$ cat src/rtl/pcd_pkg.sv
package pcd_pkg;

    localparam int SEG_W  = 7;
    localparam int BYTE_W = 8;
    localparam int MAP_W  = 16;

    typedef enum logic [1:0] {
        VIEW_CODE  = 2'd0,
        VIEW_MAPHI = 2'd1,
        VIEW_MAPLO = 2'd2
    } view_e;

    typedef struct packed {
        logic [BYTE_W-1:0] code;
        logic [MAP_W-1:0]  map;
        logic              fault;
    } disp_state_t;

    function automatic logic is_fault_code(input logic [BYTE_W-1:0] c);
        return (c == 8'h2C) || (c == 8'h2E) || (c == 8'h30);
    endfunction

    function automatic view_e next_view(input view_e v);
        case (v)
            VIEW_CODE:  return VIEW_MAPHI;
            VIEW_MAPHI: return VIEW_MAPLO;
            default:    return VIEW_CODE;
        endcase
    endfunction

    function automatic logic [SEG_W-1:0] hex_to_seg(input logic [3:0] n);
        case (n)
            4'h0: return 7'h3F;
            4'h1: return 7'h06;
            4'h2: return 7'h5B;
            4'h3: return 7'h4F;
            4'h4: return 7'h66;
            4'h5: return 7'h6D;
            4'h6: return 7'h7D;
            4'h7: return 7'h07;
            4'h8: return 7'h7F;
            4'h9: return 7'h6F;
            4'hA: return 7'h77;
            4'hB: return 7'h7C;
            4'hC: return 7'h39;
            4'hD: return 7'h5E;
            4'hE: return 7'h79;
            default: return 7'h71;
        endcase
    endfunction

endpackage

$ cat src/rtl/pcd_bus_decode.sv
module pcd_bus_decode
    import pcd_pkg::*;
#(
    parameter int ADDR_W = 16,
    parameter logic [ADDR_W-1:0] PORT_ADDR = 'h80
) (
    input  logic [ADDR_W-1:0] io_addr,
    input  logic [BYTE_W-1:0] io_data,
    input  logic              io_wr,
    input  logic              fault_load,
    input  logic              fault_active,
    output logic              code_wr,
    output logic              fault_enter
);

    logic addr_hit;

    always_comb begin
        addr_hit    = (io_addr == PORT_ADDR);
        fault_enter = !fault_active && fault_load && is_fault_code(io_data);
        code_wr     = !fault_active && !fault_enter && io_wr && addr_hit;
    end

endmodule

$ cat src/rtl/pcd_view_seq.sv
module pcd_view_seq
    import pcd_pkg::*;
#(
    parameter int DWELL = 25_000_000
) (
    input  logic  clk,
    input  logic  rst,
    input  logic  start,
    input  logic  active,
    output view_e view
);

    localparam int CNT_W = (DWELL > 1) ? $clog2(DWELL) : 1;
    localparam logic [CNT_W-1:0] LAST = CNT_W'(DWELL - 1);

    logic [CNT_W-1:0] cnt_q;
    view_e            view_q;

    always_ff @(posedge clk) begin
        if (rst || start) begin
            cnt_q  <= '0;
            view_q <= VIEW_CODE;
        end else if (active) begin
            if (cnt_q == LAST) begin
                cnt_q  <= '0;
                view_q <= next_view(view_q);
            end else begin
                cnt_q <= cnt_q + 1'b1;
            end
        end
    end

    assign view = view_q;

endmodule

$ cat src/rtl/pcd_byte_seg.sv
module pcd_byte_seg
    import pcd_pkg::*;
#(
    parameter int NIBBLES = 2
) (
    input  logic [4*NIBBLES-1:0]     value,
    output logic [SEG_W*NIBBLES-1:0] segs
);

    for (genvar i = 0; i < NIBBLES; i++) begin : g_digit
        assign segs[SEG_W*i +: SEG_W] = hex_to_seg(value[4*i +: 4]);
    end

endmodule

$ cat src/rtl/post_code_display.sv
module post_code_display
    import pcd_pkg::*;
#(
    parameter int ADDR_W = 16,
    parameter logic [ADDR_W-1:0] PORT_ADDR = 'h80,
    parameter int DWELL = 25_000_000
) (
    input  logic              clk,
    input  logic              rst,
    input  logic [ADDR_W-1:0] io_addr,
    input  logic [7:0]        io_data,
    input  logic              io_wr,
    input  logic              fault_load,
    input  logic [15:0]       fault_map,
    output logic [6:0]        seg_hi,
    output logic [6:0]        seg_lo,
    output logic [1:0]        view_idx
);

    localparam int NIB = BYTE_W / 4;

    disp_state_t       st_q;
    logic              fault_q;
    logic              code_wr;
    logic              fault_enter;
    view_e             view;
    logic [BYTE_W-1:0] shown;
    logic [SEG_W*NIB-1:0] segs;

    assign fault_q = st_q.fault;

    pcd_bus_decode #(.ADDR_W(ADDR_W), .PORT_ADDR(PORT_ADDR)) u_dec (
        .io_addr      (io_addr),
        .io_data      (io_data),
        .io_wr        (io_wr),
        .fault_load   (fault_load),
        .fault_active (fault_q),
        .code_wr      (code_wr),
        .fault_enter  (fault_enter)
    );

    always_ff @(posedge clk) begin
        if (rst) begin
            st_q <= '0;
        end else if (fault_enter) begin
            st_q.code  <= io_data;
            st_q.map   <= fault_map;
            st_q.fault <= 1'b1;
        end else if (code_wr) begin
            st_q.code <= io_data;
        end
    end

    pcd_view_seq #(.DWELL(DWELL)) u_seq (
        .clk    (clk),
        .rst    (rst),
        .start  (fault_enter),
        .active (fault_q),
        .view   (view)
    );

    always_comb begin
        case (view)
            VIEW_MAPHI: shown = st_q.map[MAP_W-1 -: BYTE_W];
            VIEW_MAPLO: shown = st_q.map[BYTE_W-1:0];
            default:    shown = st_q.code;
        endcase
    end

    pcd_byte_seg #(.NIBBLES(NIB)) u_seg (
        .value (shown),
        .segs  (segs)
    );

    assign seg_lo   = segs[SEG_W-1:0];
    assign seg_hi   = segs[2*SEG_W-1:SEG_W];
    assign view_idx = view;

endmodule

$ cat config.mk
export PLATFORM = sky130hd
export DESIGN_NAME = post_code_display
export DESIGN_NICKNAME = d
export VERILOG_FILES = /design/src/rtl/pcd_pkg.sv /design/src/rtl/pcd_bus_decode.sv /design/src/rtl/pcd_view_seq.sv /design/src/rtl/pcd_byte_seg.sv /design/src/rtl/post_code_display.sv
export SDC_FILE = /design/constraint.sdc
export NUM_CORES = 1
export LEC_CHECK = 0
export BUFFER_PORTS_ARGS = -buffer_cell sky130_fd_sc_hd__buf_2
export CAP_MARGIN = 30
export CORE_ASPECT_RATIO = 0.7
export CORE_MARGIN = 2
export CORE_UTILIZATION = 30
export CTS_BUF_LIST = sky130_fd_sc_hd__clkbuf_2 sky130_fd_sc_hd__clkbuf_4 sky130_fd_sc_hd__clkbuf_8
export CTS_CLUSTER_DIAMETER = 100
export DETAILED_ROUTE_END_ITERATION = 8
export GPL_TIMING_DRIVEN = 1
export PLACE_DENSITY = 0.53
export SLEW_MARGIN = 5
export SYNTH_ARGS = -nofsm -noshare
export SYNTH_HDL_FRONTEND = slang
export SYNTH_HIERARCHICAL = 1
export SYNTH_SLANG_ARGS = --single-unit
$ cat constraint.sdc
create_clock -name clk -period 4.3 [get_ports clk]
set_input_delay 0 -clock clk [delete_from_list [all_inputs] [get_ports clk]]
set_output_delay 0 -clock clk [all_outputs]
set_load 0.01 [all_outputs]
**Word-level counts from Yosys, hierarchy flattened**

Memories as Yosys holds them, arrays and structs flattened.
Cells that the tools add are included.

- Logic and storage cells: 33
- Memory bits (read-only): 224
- Output and inout port bits: 16
- Memory bits (writable): 0
- Memories: 2
- Latch bits: 0
- Flip-flop bits (word level): 52

- Div/mod/pow operators: 0
- $lt $le $gt $ge: 0
- Muxes and demuxes: 5
- Multiply operators: 0
- Shift-type cells: 0
- Reductions and logical operators: 13
- Bitwise gates (word level): 0
- Eq/ne operators: 7
- $add $sub $neg: 1

Memory list:

| memory | words | bits a word | read ports | clocked after memory_dff | write ports | line | text |
|---|---|---|---|---|---|---|---|
| (no name shown) | 16 | 7 | 1 | 0 | 0 | pcd_pkg.sv:32 | `case (n)` |
| (no name shown) | 16 | 7 | 1 | 0 | 0 | pcd_pkg.sv:32 |  |

Operators with widths:

| operator | number |
|---|---|
| $add 25x1->25 const B | 1 |
| $eq 25x25->1 const B | 1 |
| $mux 25 | 1 |
| $eq 8x6->1 const B | 3 |
| $eq 16x8->1 const B | 1 |
| $mux 8 | 2 |
| $pmux 8 s2 | 1 |
| $logic_and 1x1->1 | 5 |
| $pmux 2 s2 | 1 |
| $logic_or 1x1->1 | 3 |
| $eq 2x1->1 const B | 1 |
| $eq 2x2->1 const B | 1 |
| $logic_not 1->1 | 2 |
| $logic_not 2->1 | 1 |
| $reduce_and 2->1 | 1 |
| $reduce_bool 2->1 | 1 |

**Logic depth before layout (Yosys ltp)**

Gate-level depths: netlist of the first run.

- Word-level depth: 10
- Gate-level depth with buffers: 10
- Mapped depth without buffers: 9

**Modules after synthesis**

Netlist of the first run, hierarchy kept.

By module, submodules not included:

| module | times used | area each (um^2) | seq. area each (um^2) | cells each |
|---|---|---|---|---|
| pcd_view_seq | 1 | 1,298.7 | 540.5 | 149 |
| post_code_display | 1 | 1,102.3 | 500.5 | 121 |
| pcd_byte_seg | 1 | 516.7 | 0.0 | 70 |
| pcd_bus_decode | 1 | 107.6 | 0.0 | 11 |

**Worst setup path after synthesis of the first run**

OpenSTA, ideal clock, no wires.

- Kind: reg2out
- From: register u_seq.view_q[0], in the netlist u_seq/view[0]
- To: output port seg_lo[3]
- Arrival: 2,334 ps
- Slack: 1,966 ps
- Cell stages (with the launch flop): 11
- Required time: 4,300 ps
- Cell sequence: dfxtp_1 inv_1 ha_1 clkbuf_1 nand2_1 o21ai_0 inv_1 ha_1 inv_1 mux4_2 inv_1

- Longest elaborated chain between the ends: 3

Ends and longest elaborated chain:

| what | line | text |
|---|---|---|
| start, declared | pcd_view_seq.sv:17 | `view_e view_q;` |
| start signal, assigned | pcd_view_seq.sv:26 | `view_q <= next_view(view_q);` |
| $eq 2x2->1 / $eq 2x1->1 (equally long branches) | post_code_display.sv:63 | `case (view)` |
| $pmux 8 s2 * | post_code_display.sv:63 |  |
| via shown[0] | post_code_display.sv:27 | `logic [BYTE_W-1:0] shown;` |
| $mem_v2 16x7 * | - |  |
| end, declared | post_code_display.sv:16 | `output logic [6:0] seg_lo,` |

The timed path passes the listed nets; every way through them passes the cells marked *.

**Worst setup path after layout of the first run**

Ends and elaborated chain as after synthesis.

==> metrics.md, run 1 <==
| Metric | Value |
|---|---|
| Synthesized instance count | `351` |
| Avg WL per Cell | `13.0 µm` |
| Rel. slew slack | `33.6%` |
| FF/Latch Area | `1040 µm²` |
| Global-route wire length before repair | `11300 µm` |
| Nets | `483` |
| Sequential share of the synthesized area | `34.4%` |
| Max rail drop VDD | `103 µV` |
| DR vias | `2673` |
| Placed cell area | `3380 µm²` |
| Worst-path cell chain | `inv_1 > ha_1 > o21ai_0 > inv_1 > ha_1 > inv_1 > mux4_2 > inv_1 > buf_2` |
| Crit Path Class | `reg2out` |
| Final Cell Area | `3680 µm²` |
| Mapped Area | `3030 µm²` |
| Max stage delay on crit path | `490 ps` |
| Worst hold start | `io_data[0]` |
| Vias in the first global route | `2377` |
| Buffers added on ports | `59` |
| # Max-Cap Violations | `0` |
| Setup Skew | `15.9 ps` |
| TNS Setup | `0 ps` |
| Finish-stage setup viols | `0` |
| Commonest cells post-synth | `52 x dfxtp_1, 36 x nor2_1, 28 x a21oi_1` |
| Ant diodes | `0` |
| Clk slew on worst S/H paths | `90 ps` |
| Dpl ws | `1660 ps` |
| Leakage | `1.26 nW` |
| DR DRC count | `0` |
| Synth-to-layout area growth | `21.6%` |
| Status | `complete, no violations` |
| Chip width | `124 µm` |
| RR Startpoint | `fault_q` |
| Largest net degree at the start of global routing | `28` |
| Most common cell in the netlist | `dfxtp_1` |
| Synth top area cells | `dfxtp_1 34%, ha_1 7.0%, mux2i_1 6.3%` |
| Most used DFF post-synth | `dfxtp_1` |
| Post-synth EDFFs | `0` |
| Die Ht | `88.0 µm` |
| CTS tree | `done` |
| Setup WS post-layout | `1420 ps` |
| Total gr overflow | `0` |
| Number of synthesis warnings | `6` |
| Hold endpoint | `st_q[17]` |
| Critical Path Source Type | `flip-flop` |
| Detailed Route WL | `7150 µm` |
| Reg2Reg Depth | `5` |
| CTS Buf Count | `5` |
| Clk buf depth | `2` |
| Post-synth cell types | `50` |
| Placer Congestion | `0.798` |
| Overall global routing resource usage | `13.0%` |
| Count of pins over their slew limit | `0` |
| Post-DP HPWL | `5350 µm` |
| CORE AREA | `9760 µm²` |
| Hold path depth | `3` |
| IO Count | `60` |
| RSZ-0062 raised after global routing | `false` |
| Synth top area share | `34.4%` |
| Multi-input logic area | `1800 µm²` |
| Rows | `30` |
| Worst Path Required | `4300 ps` |
| Synth async-reset ratio | `0%` |
| Die area | `10900 µm²` |
| Clock sink count | `52` |
| Syn_nets | `412` |
| CP max stage cell | `o21ai_0` |
| Syn avg cell area | `8.62 µm²` |
| Crit-path max FO | `16` |
| DR pass1 iterations | `4` |
| Fmax | `0.347 GHz` |
| Final worst path period share | `67.1%` |
| Fill cells | `982` |
| DR iter-0 viols | `213` |
| Later-pin clock latency in the skew report | `300 ps` |
| Hold Vio Cnt, Final | `0` |
| Class of the worst hold path | `in2reg` |
| R2r setup slk | `1650 ps` |
| Detail Route Antenna Nets | `0` |
| Pwr/cell area | `228 nW/µm²` |
| Tightest Pin Transition | `988 ps` |
| R2R Path End | `st_q[22]` |
| Initial antenna violation count | `0` |
| Starting Density | `31.0%` |
| FF+latch count, synth | `52` |
| Total power | `0.840 mW` |
| Routed vias/inst | `4.86` |
| H-tree depth | `2` |
| Critical Path AT | `2880 ps` |
| Layout cell share with drive strength beyond 1 | `21.6%` |
| Final min period | `2880 ps` |
| CP dominant cell by count | `inv_1` |
| Cell taking the most area after synthesis | `dfxtp_1` |
| Crit end category | `primary output` |
| Finished Layout Cells | `550` |
| Root buf cell | `clkbuf_8` |
| Cell count after placement | `523` |
how the worst max path moves through the flow:
stage,startpoint,endpoint,slack [ps],depth (start not counted)
after detailed placement,fault_q,st_q[22],1660,5
after floorplan,u_seq/view[0],seg_lo[3],1970,10
after CTS,u_seq/view[0],seg_lo[3],1390,9
after global routing,u_seq/view[0],seg_lo[3],1120,9
final,u_seq/view[0],seg_lo[3],1420,9
after global placement,fault_q,st_q[21],1770,5
final cells by class:
type | count | share of cell area, %
inverters | 13 | 1.33
multi-input cells | 266 | 48.9
clock buffers | 7 | 2.62
flip-flops and latches | 52 | 28.3
repair buffers | 84 | 14.5
well taps | 128 | 4.35
sequential cells by signal, indices dropped and copies added (netlist names):
signal,flops
u_seq/cnt_q,25
st_q,24
u_seq/view,2
fault_q,1
kinds of logic after synthesis:
group / Yosys count / synth area share, %
and+or+nand+nor: 134 / 25.0
buffers and inverters: 33 / 6.12
adders and majority gates: 17 / 7.03
muxes: 21 / 7.53
AOI/OAI and AO/OA: 83 / 16.7
DFF: 52 / 34.4
xor gates and xnor gates: 11 / 3.18
per-stage QoR:
step | hold WS (ps) | utilization, %
2_1_floorplan | 147 | -
3_3_place_gp | 238 | 34.7
3_5_place_dp | 244 | 34.7
4_1_cts | 12.5 | 37.7
5_1_grt | 21.4 | 37.7
6_report | 21.7 | 37.7
cells in the final DEF, fill, tap and decap left out, types with 2 or more instances in the layout:
master         count
or3b_2             5
buf_4              5
xnor2_1            3
nand2_1           20
or3_2              2
mux2i_1           19
or3b_1             3
a21oi_1           28
o21ai_1            2
o21bai_1           2
buf_2             59
nor2b_1            3
ha_1              17
nand4_1           10
a22oi_1           10
a31oi_1            2
nor2_1            36
and3_1             7
nor4_1             5
xor2_1             8
o31ai_1            6
dfxtp_1           52
or4_4              2
nor3_1             3
dlygate4sd3_1     20
nand3_1            9
clkbuf_8           7
a21oi_2            2
or3_1              6
o21ai_0           27
inv_1             12
nand2b_1           5
nand3_2            2
or4_1              8
per-layer routing:
layer / wire length, µm / track usage [%]
met1: 3770 / 19.2
met2: 2960 / 19.2
met5: 0 / 0
met3: 368 / 2.86
met4: 47 / 3.06
timing repair:
action | CTS | global route
setup buffers | 0 | 0
hold endpoints to repair | 20 | 0
resized for setup | 0 | 0
hold buffers | 20 | 0
critical path, delay by kind of cell, from the launching register on:
family / cells / cell delay, ps
flops: 1 / 410
fa+ha+maj: 2 / 790
compound gates: 1 / 490
mux: 1 / 440
buf+inv: 5 / 480
power by group:
part	internal, mW	leakage [nW]	switching [mW]
sequential	0.482	0.419	0.000670
combinational	0.0321	0.795	0.0238
clock	0.144	0.0503	0.158
total	0.658	1.26	0.182
No activity file was read; power rests on OpenSTA's default activity.
==> run 2: changes to the inputs <==
Settings changed: PLACE_DENSITY 0.53 to 0.54.
Clock period 4.3 ns to 2.4 ns, I/O delays scaled along.
==> run 2 against run 1 <==
- combinational power increased by 91%
- critical endpoint is now seg_hi[3]
- sequential share of layout area decreased by 1.3 points
- clock skew decreased by 5.2 ps
- die area unchanged
- worst hold slack improved by 7.9 ps
- setup slack got worse by 1300 ps
- utilization increased by 2.1 points
- non-clock buffer count increased by 14
- first-iteration DRC count decreased by 27%
- total power increased by 89%
- critical path type unchanged
- via count increased by 3.8%
==> metrics.md, run 2 (synthesis gave the netlist of run 1 again) <==
| Metric | Value |
|---|---|
| CTS Buf Count | `5 (unchanged)` |
| Tightest Pin Transition | `653 ps (-335 ps)` |
| Detailed Route WL | `7720 µm (+7.9%)` |
| Die area | `10900 µm² (unchanged)` |
| Root buf cell | `clkbuf_8` |
| Max reg flops | `25 (unchanged)` |
| R2r setup slk | `260 ps (-1390 ps)` |
| Hold Vio Cnt, Final | `0 (unchanged)` |
| Overall global routing resource usage | `14.2% (+1.1 points)` |
| Chip width | `124 µm (unchanged)` |
| Worst Path Required | `2400 ps (-1900 ps)` |
| Crit end category | `primary output` |
| Total power | `1.59 mW (+89%)` |
| Buffers added on ports | `59 (unchanged)` |
| Largest register by flop count | `u_seq/cnt_q` |
| Nets | `497 (+2.9%)` |
| Critical Path AT | `2300 ps (-580 ps)` |
| Class of the worst hold path | `in2reg` |
| Clock sink count | `52 (unchanged)` |
| Met3 wire len | `243 µm (-34%)` |
| CTS tree | `done` |
| Synth-to-layout area growth | `28.2%` |
| Fmax | `0.434 GHz` |
| Final worst path period share | `95.9%` |
| Top sig layer | `met4` |
| Reg2Reg Depth | `5 (unchanged)` |
| Clk buf depth | `2 (unchanged)` |
| DR iter-0 viols | `155 (-27%)` |
| RR Startpoint | `fault_q` |
| CORE AREA | `9760 µm² (unchanged)` |
| DR pass1 iterations | `5 (+1)` |
| Leakage | `1.35 nW (+6.8%)` |
| Hold path depth | `3 (unchanged)` |
| Ant diodes | `0 (unchanged)` |
| RSZ-0062 raised after global routing | `true` |
| CP Launch Point | `u_seq/view[0]` |
| H-tree depth | `2 (unchanged)` |
| Vias in the first global route | `2497 (+5.0%)` |
| Critical Path Source Type | `flip-flop` |
| Cell count after placement | `530 (+1.3%)` |
| DR DRC count | `0 (unchanged)` |
| Rel. slew slack | `56.1% (+23 points)` |
| Avg WL per Cell | `13.7 µm (+5.1%)` |
| Met2 wire length | `3320 µm (+12%)` |
| Status | `complete, no violations` |
| Global-route wire length before repair | `12100 µm (+7.5%)` |
| Starting Density | `31.0% (unchanged)` |
| Placer Congestion | `0.831 (+4.2%)` |
| Worst setup path end | `seg_hi[3]` |
| FF/Latch Area | `1050 µm² (+0.48%)` |
| Initial antenna violation count | `0 (unchanged)` |
| Clk slew on worst S/H paths | `100 ps (about the same)` |
| Max rail drop VDD | `212 µV (+110%)` |
| # Max-Cap Violations | `0 (unchanged)` |
| Die Ht | `88.0 µm (unchanged)` |
| Detail Route Antenna Nets | `0 (unchanged)` |
| Crit-path max FO | `9 (-7)` |
| Count of pins over their slew limit | `0 (unchanged)` |
| Routed vias/inst | `4.91 (+1.1%)` |
| Fill cells | `998 (+1.6%)` |
| Pwr/cell area | `410 nW/µm² (+79%)` |
| IO Count | `60 (unchanged)` |
| Final min period | `2300 ps` |
| Commonest non-fill, non-tap cell in the layout | `buf_2` |
| Rows | `30 (unchanged)` |
| Finished Layout Cells | `565 (+2.7%)` |
| Later-pin clock latency in the skew report | `310 ps (about the same)` |
| Multi-input logic area | `1840 µm² (+2.4%)` |
| Largest net degree at the start of global routing | `34 (+21%)` |
| R2R Path End | `st_q[21]` |
| Post-DP HPWL | `5600 µm (+4.5%)` |
| Crit Path Class | `reg2out` |
| Finish-stage setup viols | `0 (unchanged)` |
| Most frequent cells in the layout | `60 x buf_2, 50 x dfxtp_1, 36 x nor2_1` |
| Setup Skew | `10.7 ps (-5.22 ps)` |
| DR vias | `2775 (+3.8%)` |
| Layout cell share with drive strength beyond 1 | `26.1% (+4.5 points)` |
| Total gr overflow | `0 (unchanged)` |
| Wl on met1 | `4090 µm (+8.5%)` |
run 2: worst max-delay path, stage by stage (launching register included):
cell	delay [ps]
dfxtp_4	370
inv_1	70
ha_4	280
buf_4	170
buf_4	130
nand2_1	50
o21ai_1	90
buf_4	170
or2_1	220
and3_1	170
a31oi_1	120
buf_2	140
run 2: where the power goes:
part / internal (mW) / switching [mW]
logic: 0.0626 / 0.0447
registers: 0.862 / 0.000897
clock network: 0.314 / 0.304
total: 1.24 / 0.350
run 2: area by class of cell:
class / instances / share of cell area (%)
Clock buffer: 5 / 1.77
Clock inverter: 3 / 1.19
Inverter: 13 / 1.26
Multi-Input combinational cell: 266 / 47.5
Sequential cell: 52 / 27.0
Tap cell: 128 / 4.13
Timing Repair Buffer: 98 / 17.2
run 2: worst min path at each step:
stage                        startpoint  endpoint  slack (ps)
final                        io_data[6]  st_q[23]          30
after global routing         io_data[6]  st_q[23]          30
after CTS                    io_data[6]  st_q[23]           9
after detailed placement  fault_map[11]  st_q[12]         250
after global placement     fault_map[1]   st_q[2]         240
after floorplan            fault_map[0]   st_q[1]         150
run 2: repair_timing:
item                                    in CTS  in global routing
setup buffers                                0                  4
gates cloned                                 0                  1
endpoints found under the hold margin       22                  0
endpoints found under the setup margin      10                 10
pin swaps                                    1                  2
gates resized for setup                      8                 15
hold buffers                                22                  0
run 2: metal layers:
| layer | track usage [%] | vias to the layer above |
|---|---|---|
| met5 | 0 | - |
| met4 | 3.68 | 0 |
| met3 | 3.13 | 6 |
| met2 | 20.9 | 36 |
| met1 | 20.8 | 1294 |
| li1 | - | 1439 |
run 2: stage by stage:
| stage | TNS, ps | worst slack, ps | cell area (µm²) | hold slack [ps] | utilization, % |
|---|---|---|---|---|---|
| detailed placement | 0 | 147 | 3450 | 248 | 35.3 |
| finish | 0 | 97.7 | 3880 | 29.7 | 39.7 |
| floorplan | 0 | 65.8 | 3030 | 147 | - |
| global route | -59.0 | -24.1 | 3880 | 28.9 | 39.7 |
| CTS | 0 | 13.3 | 3800 | 8.51 | 38.9 |
| global placement | 0 | 194 | 3450 | 238 | 35.3 |
